### config.mk
export PLATFORM = sky130hd
export DESIGN_NAME = sclAckCtrl
export DESIGN_NICKNAME = d
export VERILOG_FILES = /design/src/rtl/sclAckPkg.sv /design/src/rtl/sclAckPath.sv /design/src/rtl/sclAckSeq.sv /design/src/rtl/sclAckCtrl.sv
export SDC_FILE = /design/constraint.sdc
export NUM_CORES = 1
export LEC_CHECK = 0
export ABC_AREA = 0
export BUFFER_PORTS_ARGS = -buffer_cell sky130_fd_sc_hd__clkbuf_2
export CORE_UTILIZATION = 50
export DETAILED_ROUTE_END_ITERATION = 8
export PLACE_DENSITY_LB_ADDON = 0.08
export SETUP_SLACK_MARGIN = 0.4
export SLEW_MARGIN = 10
export SYNTH_ARGS = -nofsm -noshare
export SYNTH_HDL_FRONTEND = slang
export SYNTH_HIERARCHICAL = 1
export SYNTH_SLANG_ARGS = --single-unit
### constraint.sdc
create_clock -name clk -period 5.4 [get_ports clk]
set_clock_uncertainty 0.15 [all_clocks]
set_input_delay 0.54 -clock clk [delete_from_list [all_inputs] [get_ports clk]]
set_output_delay 0.54 -clock clk [all_outputs]
set_load 0.005 [all_outputs]
### src/rtl/sclAckPkg.sv
package sclAckPkg;

  typedef enum logic [1:0] {
    PH_IDLE = 2'd0,
    PH_LOW  = 2'd1,
    PH_HIGH = 2'd2,
    PH_TAIL = 2'd3
  } phaseE;

  typedef struct packed {
    logic loadCnt;    // reload the half-period counter
    logic clrPulse;   // restart pulse numbering
    logic incPulse;   // advance to next pulse
    logic latchXfer;  // capture direction and byte kind
    logic capAck;     // sample SDA as acknowledge
    logic inPulse;    // SCL is inside a numbered pulse
  } dpStrobeT;

endpackage

### src/rtl/sclAckPath.sv
module sclAckPath
  import sclAckPkg::*;
#(
  parameter int CODE_W    = 5,
  parameter int STD_MUL   = 4,
  parameter int FAST_MUL  = 2,
  parameter int BYTE_BITS = 8,
  localparam int REG_W    = CODE_W + 3,
  localparam int MAX_MUL  = (STD_MUL > FAST_MUL) ? STD_MUL : FAST_MUL,
  localparam int HALF_W   = $clog2(((1 << CODE_W) - 1) * MAX_MUL + 1),
  localparam int PULSE_W  = $clog2(BYTE_BITS + 2)
) (
  input  logic             clk,
  input  logic             rstN,
  input  logic             regWrEn,
  input  logic [REG_W-1:0] regWrData,
  input  logic             txDir,
  input  logic             isAddrByte,
  input  logic             addrMatch,
  input  logic             sdaIn,
  input  dpStrobeT         strobe,
  output logic             cntZero,
  output logic             lastPulse,
  output logic             sdaDriveLow,
  output logic             ackFlag
);

  logic [REG_W-1:0]   cfgReg;
  logic [CODE_W-1:0]  cfgCode;
  logic               cfgFast;
  logic               cfgAckHigh;
  logic               cfgAckClk;
  logic [CODE_W-1:0]  effCode;
  logic [HALF_W-1:0]  halfLen;
  logic [HALF_W-1:0]  cnt;
  logic [PULSE_W-1:0] pulseIdx;
  logic               txLatched;
  logic               addrLatched;
  logic               ackPulse;
  logic               ackWanted;

  assign cfgCode    = cfgReg[CODE_W-1:0];
  assign cfgFast    = cfgReg[CODE_W];
  assign cfgAckHigh = cfgReg[CODE_W+1];
  assign cfgAckClk  = cfgReg[CODE_W+2];

  always_ff @(posedge clk or negedge rstN) begin
    if (!rstN)        cfgReg <= '0;
    else if (regWrEn) cfgReg <= regWrData;
  end

  // Half-period length: code 0 clamps to 1, then scale by mode multiplier
  assign effCode = (cfgCode == '0) ? CODE_W'(1) : cfgCode;

  generate
    if (STD_MUL == FAST_MUL) begin : gOneMul
      assign halfLen = HALF_W'(effCode) * HALF_W'(STD_MUL);
    end else begin : gTwoMul
      assign halfLen = cfgFast ? HALF_W'(effCode) * HALF_W'(FAST_MUL)
                               : HALF_W'(effCode) * HALF_W'(STD_MUL);
    end
  endgenerate

  always_ff @(posedge clk or negedge rstN) begin
    if (!rstN)               cnt <= '0;
    else if (strobe.loadCnt) cnt <= halfLen - HALF_W'(1);
    else if (cnt != '0)      cnt <= cnt - HALF_W'(1);
  end
  assign cntZero = (cnt == '0);

  always_ff @(posedge clk or negedge rstN) begin
    if (!rstN)                pulseIdx <= '0;
    else if (strobe.clrPulse) pulseIdx <= '0;
    else if (strobe.incPulse) pulseIdx <= pulseIdx + PULSE_W'(1);
  end

  assign lastPulse = cfgAckClk ? (pulseIdx == PULSE_W'(BYTE_BITS))
                               : (pulseIdx == PULSE_W'(BYTE_BITS - 1));
  assign ackPulse  = cfgAckClk && (pulseIdx == PULSE_W'(BYTE_BITS));

  always_ff @(posedge clk or negedge rstN) begin
    if (!rstN) begin
      txLatched   <= 1'b1;
      addrLatched <= 1'b0;
    end else if (strobe.latchXfer) begin
      txLatched   <= txDir;
      addrLatched <= isAddrByte;
    end
  end

  // Receiver acknowledge: level bit low, and for addresses only on a match
  assign ackWanted   = !txLatched && !cfgAckHigh && (!addrLatched || addrMatch);
  assign sdaDriveLow = strobe.inPulse && ackPulse && ackWanted;

  always_ff @(posedge clk or negedge rstN) begin
    if (!rstN)                          ackFlag <= 1'b1;
    else if (strobe.capAck && cfgAckClk) ackFlag <= sdaIn;
  end

  AST_CNT_RANGE: assert property (@(posedge clk) disable iff (!rstN)
    strobe.inPulse |-> (cnt < halfLen)) else $error("cnt out of range");
  AST_SDA_IN_PULSE: assert property (@(posedge clk) disable iff (!rstN)
    sdaDriveLow |-> (strobe.inPulse && !txLatched)) else $error("sda drive");
  AST_ACK_HOLD: assert property (@(posedge clk) disable iff (!rstN)
    !strobe.capAck |=> $stable(ackFlag)) else $error("ackFlag moved");

endmodule

### src/rtl/sclAckSeq.sv
module sclAckSeq
  import sclAckPkg::*;
(
  input  logic     clk,
  input  logic     rstN,
  input  logic     regWrEn,
  input  logic     xferStart,
  input  logic     cntZero,
  input  logic     lastPulse,
  output dpStrobeT strobe,
  output logic     sclDriveLow,
  output logic     busy,
  output logic     byteDone
);

  phaseE phase;
  phaseE phaseNext;
  logic  doneNext;

  always_comb begin
    phaseNext = phase;
    strobe    = '0;
    doneNext  = 1'b0;
    strobe.inPulse = (phase == PH_LOW) || (phase == PH_HIGH);
    if (regWrEn) begin
      phaseNext = PH_IDLE;   // write resets the clock generator
    end else begin
      unique case (phase)
        PH_IDLE: if (xferStart) begin
          phaseNext        = PH_LOW;
          strobe.loadCnt   = 1'b1;
          strobe.clrPulse  = 1'b1;
          strobe.latchXfer = 1'b1;
        end
        PH_LOW: if (cntZero) begin
          phaseNext      = PH_HIGH;
          strobe.loadCnt = 1'b1;
        end
        PH_HIGH: if (cntZero) begin
          strobe.loadCnt = 1'b1;
          if (lastPulse) begin
            phaseNext     = PH_TAIL;
            strobe.capAck = 1'b1;
            doneNext      = 1'b1;
          end else begin
            phaseNext       = PH_LOW;
            strobe.incPulse = 1'b1;
          end
        end
        PH_TAIL: if (cntZero) phaseNext = PH_IDLE;
        default: phaseNext = PH_IDLE;
      endcase
    end
  end

  always_ff @(posedge clk or negedge rstN) begin
    if (!rstN) begin
      phase    <= PH_IDLE;
      byteDone <= 1'b0;
    end else begin
      phase    <= phaseNext;
      byteDone <= doneNext;
    end
  end

  assign sclDriveLow = (phase == PH_LOW) || (phase == PH_TAIL);
  assign busy        = (phase != PH_IDLE);

  AST_DONE_PULSE: assert property (@(posedge clk) disable iff (!rstN)
    byteDone |=> !byteDone) else $error("byteDone too long");
  AST_DONE_SCL_LOW: assert property (@(posedge clk) disable iff (!rstN)
    byteDone |-> sclDriveLow) else $error("byteDone with SCL high");
  AST_ABORT_IDLE: assert property (@(posedge clk) disable iff (!rstN)
    (busy && regWrEn) |=> (!busy && !sclDriveLow)) else $error("no abort");
  AST_IDLE_RELEASE: assert property (@(posedge clk) disable iff (!rstN)
    !busy |-> !sclDriveLow) else $error("SCL held while idle");

endmodule

### src/rtl/sclAckCtrl.sv
module sclAckCtrl
  import sclAckPkg::*;
#(
  parameter int CODE_W    = 5,
  parameter int STD_MUL   = 4,
  parameter int FAST_MUL  = 2,
  parameter int BYTE_BITS = 8,
  localparam int REG_W    = CODE_W + 3
) (
  input  logic             clk,
  input  logic             rstN,
  input  logic             regWrEn,
  input  logic [REG_W-1:0] regWrData,
  input  logic             xferStart,
  input  logic             txDir,
  input  logic             isAddrByte,
  input  logic             addrMatch,
  input  logic             sdaIn,
  output logic             sclDriveLow,
  output logic             sdaDriveLow,
  output logic             busy,
  output logic             byteDone,
  output logic             ackFlag
);

  dpStrobeT strobe;
  logic     cntZero;
  logic     lastPulse;

  sclAckSeq i_seq (
    .clk         (clk),
    .rstN        (rstN),
    .regWrEn     (regWrEn),
    .xferStart   (xferStart),
    .cntZero     (cntZero),
    .lastPulse   (lastPulse),
    .strobe      (strobe),
    .sclDriveLow (sclDriveLow),
    .busy        (busy),
    .byteDone    (byteDone)
  );

  sclAckPath #(
    .CODE_W    (CODE_W),
    .STD_MUL   (STD_MUL),
    .FAST_MUL  (FAST_MUL),
    .BYTE_BITS (BYTE_BITS)
  ) i_path (
    .clk         (clk),
    .rstN        (rstN),
    .regWrEn     (regWrEn),
    .regWrData   (regWrData),
    .txDir       (txDir),
    .isAddrByte  (isAddrByte),
    .addrMatch   (addrMatch),
    .sdaIn       (sdaIn),
    .strobe      (strobe),
    .cntZero     (cntZero),
    .lastPulse   (lastPulse),
    .sdaDriveLow (sdaDriveLow),
    .ackFlag     (ackFlag)
  );

endmodule

Word-level counts from Yosys, hierarchy flattened
Cells that the tools add are included.

$add $sub $neg: 3. $mul: 0. Div/mod/pow operators: 0. $lt $le $gt $ge: 0. Equal/unequal tests: 9. Shifts and indexed selects: 0. Mux-type cells: 28. Bitwise gates (word level): 0. Reductions and logical operators: 21.

Operators by type and width (number): 7-bit 2-to-1 mux (3); 2-bit 2-to-1 mux (7); 7-bit by 1-bit subtractor with 7-bit output (second input constant) (2); 1-bit 2-to-1 mux (12); 3-bit inequality test (second input constant) (4); 5-bit 2-to-1 mux (2); 4-bit 2-to-1 mux (2); 2-bit case mux with 4 select lines (1); 7-bit zero test (1); 7-bit nonzero test (1); 1-bit logical AND (6); 2-bit nonzero test (3); 5-bit zero test (1); 4-bit by 1-bit adder with 4-bit output (second input constant) (1); 2-bit == test (second input constant) (2); 4-bit by 3-bit == test with 1-bit output (second input constant) (1); 4-bit == test (second input constant) (1); 4-bit AND reduction (1); 1-bit zero test (3); 1-bit logical OR (3); 2-bit by 1-bit == test with 1-bit output (second input constant) (1); 2-bit zero test (1); 1-bit case mux with 2 select lines (1); 2-bit OR reduction (1).

Register bits after elaboration: 25. Latch bits: 0. RAM bits: 0. Memory bits (read-only): 0. Output and inout port bits: 5. Logic and storage cells: 69. Memories: 0.

Longest topological paths before layout
Word-level depth: 8. Mapped depth: 12. Depth with buffers taken out: 11.

Hierarchy
The synthesis kept the hierarchy.

By module, submodules not included: sclAckPath (times used 1, cells an instance 100, area an instance 1152.4 um^2, sequential area each 553.0 um^2); sclAckSeq (times used 1, cells an instance 30, area an instance 290.3 um^2, sequential area each 75.1 um^2).

Worst setup path before layout
No wires, ideal clock.

Path type: flip-flop to flip-flop. Start: register i_path.cnt[5]. End: register i_path.cnt[6]. Arrival time: 3.200 ns. Data required time: 5.184 ns. Slack: 1.984 ns. Stages on the path, launching flop included: 12. Buffers on the path: 1. Path through: dfrtp_1 -> or4_2 -> nor2_1 -> nand2_1 -> a211oi_1 -> clkbuf_8 -> inv_1 -> a21oi_1 -> ha_1 -> o2111ai_2 -> or4_1 -> nand2_1.

RTL lines: from (decl) (line sclAckPath.sv:35) `logic [HALF_W-1:0] cnt;`; from (signal assigned) (line sclAckPath.sv:66) `else if (strobe.loadCnt) cnt <= halfLen - HALF_W'(1);`; from (signal assigned) (line sclAckPath.sv:67) `else if (cnt != '0) cnt <= cnt - HALF_W'(1);`.

==> impl_metrics.yaml <==
grt:
  grt_pass1_vias: 1048
  top_usage_layer: "met2"
  grtUsageMet1_pct: 22.7
  antenna_found_initial: 0
  grt_overflow_total: 0
  grt_pass1_wl_um: 4550
  grt_max_degree: 26
  grt_util_all_layers_pct: 18.9
  met3_usage_pct: 2.33
  grt_use_met2_pct: 33.6
drt:
  wl_per_cell_um: 13.6
  drtPass1Iterations: 4
  antenna_left: 0
  vias: 1011
  first_iter_violations: 35
  via_per_inst: 5.59
  drc: 0
  wl_um: 2470
logic_synthesis:
  synth_common_cells: "23 x dfrtp_1, 14 x nor2_1, 13 x mux2_2"
  yosysMostFrequentCell: "dfrtp_1"
  post-synth-top-area-fraction_pct: 39.9
  synth_top_cell_by_area: "dfrtp_1"
  synth-seq-cells: 25
  yosysSeqAreaShare_pct: 43.5
  syn_nets: 153
  synth_cell_type_count: 43
  synth.area.top_cells: "dfrtp_1 40%, mux2_2 10%, ha_1 6.1%, dfstp_2 3.6%, nor2_1 3.6%"
  yosysWarnings: 6
  async_reset_ff_share_pct: 100
  synth_ff_type: "dfrtp_1"
  netlist_area_um2: 1440
  synthCells: 130
  syn_avg_cell_area_um2: 11.1
  synth-edff-count: 0
place:
  gp_congestion: 0.829
  place_hpwl_um: 1920
  io_buffers: 20
  dp_slack_ns: 2.09
cts:
  clockRootBuffer: "clkbuf_4"
  ctsResizeCount: 0
  cts.sinks: 25
  clockBufferDepth: 2
  tritoncts: "yes"
  hold_buffers: 0
  clk_latency_ns: 0.33
  cts.htree.levels: 1
  numCtsBuffers: 3
  clkTransAtPathRegs_ns: 0.15
  cts_setup_buffers: 0
timing:
  period_share_pct: 61.8
  setup_tns_ns: 0
  fin_hold_ws_ns: 0.0419
  setup_ws_ns: 2.06
  hold_violations: 0
  layout_min_cycle_time_ns: 3.34
  drv_slew: 0
  relSlewSlack_pct: 43.8
  tightestPinTransition_ns: 0.832
  rsz0062_at_grt: "no"
  fmax_ghz: 0.300
  finalSetupViolCount: 0
setup_path:
  required_ns: 5.52
  crit_path_max_fanout: 11
  reg2reg_setup_slack_ns: 2.06
  end_kind: "register"
  timing.rr.end: "i_path/cnt[6]"
  worstPathArrival_ns: 3.46
  worst_setup_path_start_kind: "register"
  reg2reg_from: "i_path/cnt[3]"
  critPathKind: "reg -> reg"
  rr_worst_depth: 11
layout:
  diodes: 0
  final_nets: 174
  layout-drive-gt1-share_pct: 33.3
  area_growth_pct: 9.19
die:
  die_w_um: 55.7
  core_area_um2: 2730
  start_util_pct: 52.8
  row_count: 19
  die-area_um2: 3100
  chipHeight_um: 55.7
  ios: 21
pwr:
  leakage_nw: 0.692
  worst_ir_drop_vdd_mv: 0.283
  p_per_area_nw_per_um2: 382
min_path:
  hold_path_class: "in -> async"
run_status:
  outcome: "finished clean"
job:
  maxCapViolCount: 0
==> critical path: stages (launching register included) <==
cell	delay, ns
dfrtp_1	0.44
or4_2	0.65
nor2_1	0.27
nand2_1	0.09
a211oi_1	0.25
buf_4	0.24
inv_1	0.11
a21oi_1	0.14
ha_1	0.21
o2111ai_2	0.16
or4_1	0.49
nand2_1	0.08
==> metal layers <==
| layer | up-vias | share of wire [%] | routed length [um] |
|---|---|---|---|
| li1 | 499 | - | - |
| met1 | 490 | 44 | 1090 |
| met2 | 18 | 51 | 1260 |
| met3 | 4 | 3.5 | 86 |
| met4 | 0 | 1.5 | 36 |
| met5 | - | 0 | 0 |
==> worst max path at each step <==
| stage | start | to | cells after the start |
|---|---|---|---|
| finish | i_path/cnt[3] | i_path/cnt[6] | 11 |
| floorplan | i_path/cnt[5] | i_path/cnt[6] | 11 |
| detailed placement | i_path/cnt[5] | i_path/cnt[6] | 11 |
| CTS | i_path/cnt[3] | i_path/cnt[6] | 11 |
| global placement | i_path/cnt[5] | i_path/cnt[6] | 11 |
| global route | i_path/cnt[3] | i_path/cnt[6] | 11 |
==> flip-flops by register name, indices dropped and copies added (netlist names) <==
name                count
i_path/txLatched        1
i_path/cnt              7
i_path/pulseIdx         4
i_path/ackFlag          1
i_seq/byteDone          1
i_path/cfgReg           8
i_path/addrLatched      1
i_seq/phase             2
==> power breakdown <==
part	internal [W]	leakage, nW	total [W]	switching (W)
Sequential	0.000237	0.306	0.000269	0.0000327
Combinational	0.000119	0.373	0.000245	0.000126
Clock	0.0000283	0.0139	0.0000877	0.0000594
Total	0.000384	0.692	0.000602	0.000219
==> layout by cell type (no fill, tap or decap), drive strengths merged, types with 3 or more instances in the layout <==
cell     n
a21oi    3
clkbuf  23
dfrtp   23
ha       7
inv      9
mux2    14
mux2i    4
nand2    9
nand2b   3
nor2    14
nor3     3
o21ai    4
xnor2    5
==> stage by stage <==
step           cells  power (W)  utilization [%]  instance area (um2)
2_1_floorplan    130   0.000468                -                 1440
3_3_place_gp     177   0.000515             56.5                 1550
3_5_place_dp     177   0.000523             56.5                 1550
4_1_cts          181   0.000610             57.6                 1580
5_1_grt          181   0.000662             57.6                 1580
6_report         181   0.000602             57.6                 1580
==> area by class of cell <==
class | count | area [um2]
Fill cell | 242 | 1160
Multi-Input combinational cell | 91 | 737
Sequential cell | 25 | 628
Timing Repair Buffer | 21 | 108
Tap cell | 31 | 38.8
Inverter | 9 | 33.8
Clock buffer | 3 | 22.5
Clock inverter | 1 | 7.51
==> logic make-up (layout without fill, tap and decap cells) <==
family | count (synthesis) | count (layout) | share of synthesized area [%]
flops | 25 | 25 | 43.5
mux | 18 | 18 | 14.8
simple gates | 41 | 41 | 15.5
xor+xnor | 7 | 7 | 4.25
buf+inv | 14 | 34 | 5.38
fa+ha+maj | 7 | 7 | 6.07
compound gates | 18 | 18 | 10.4
No activity file was read; power rests on OpenSTA's default activity.
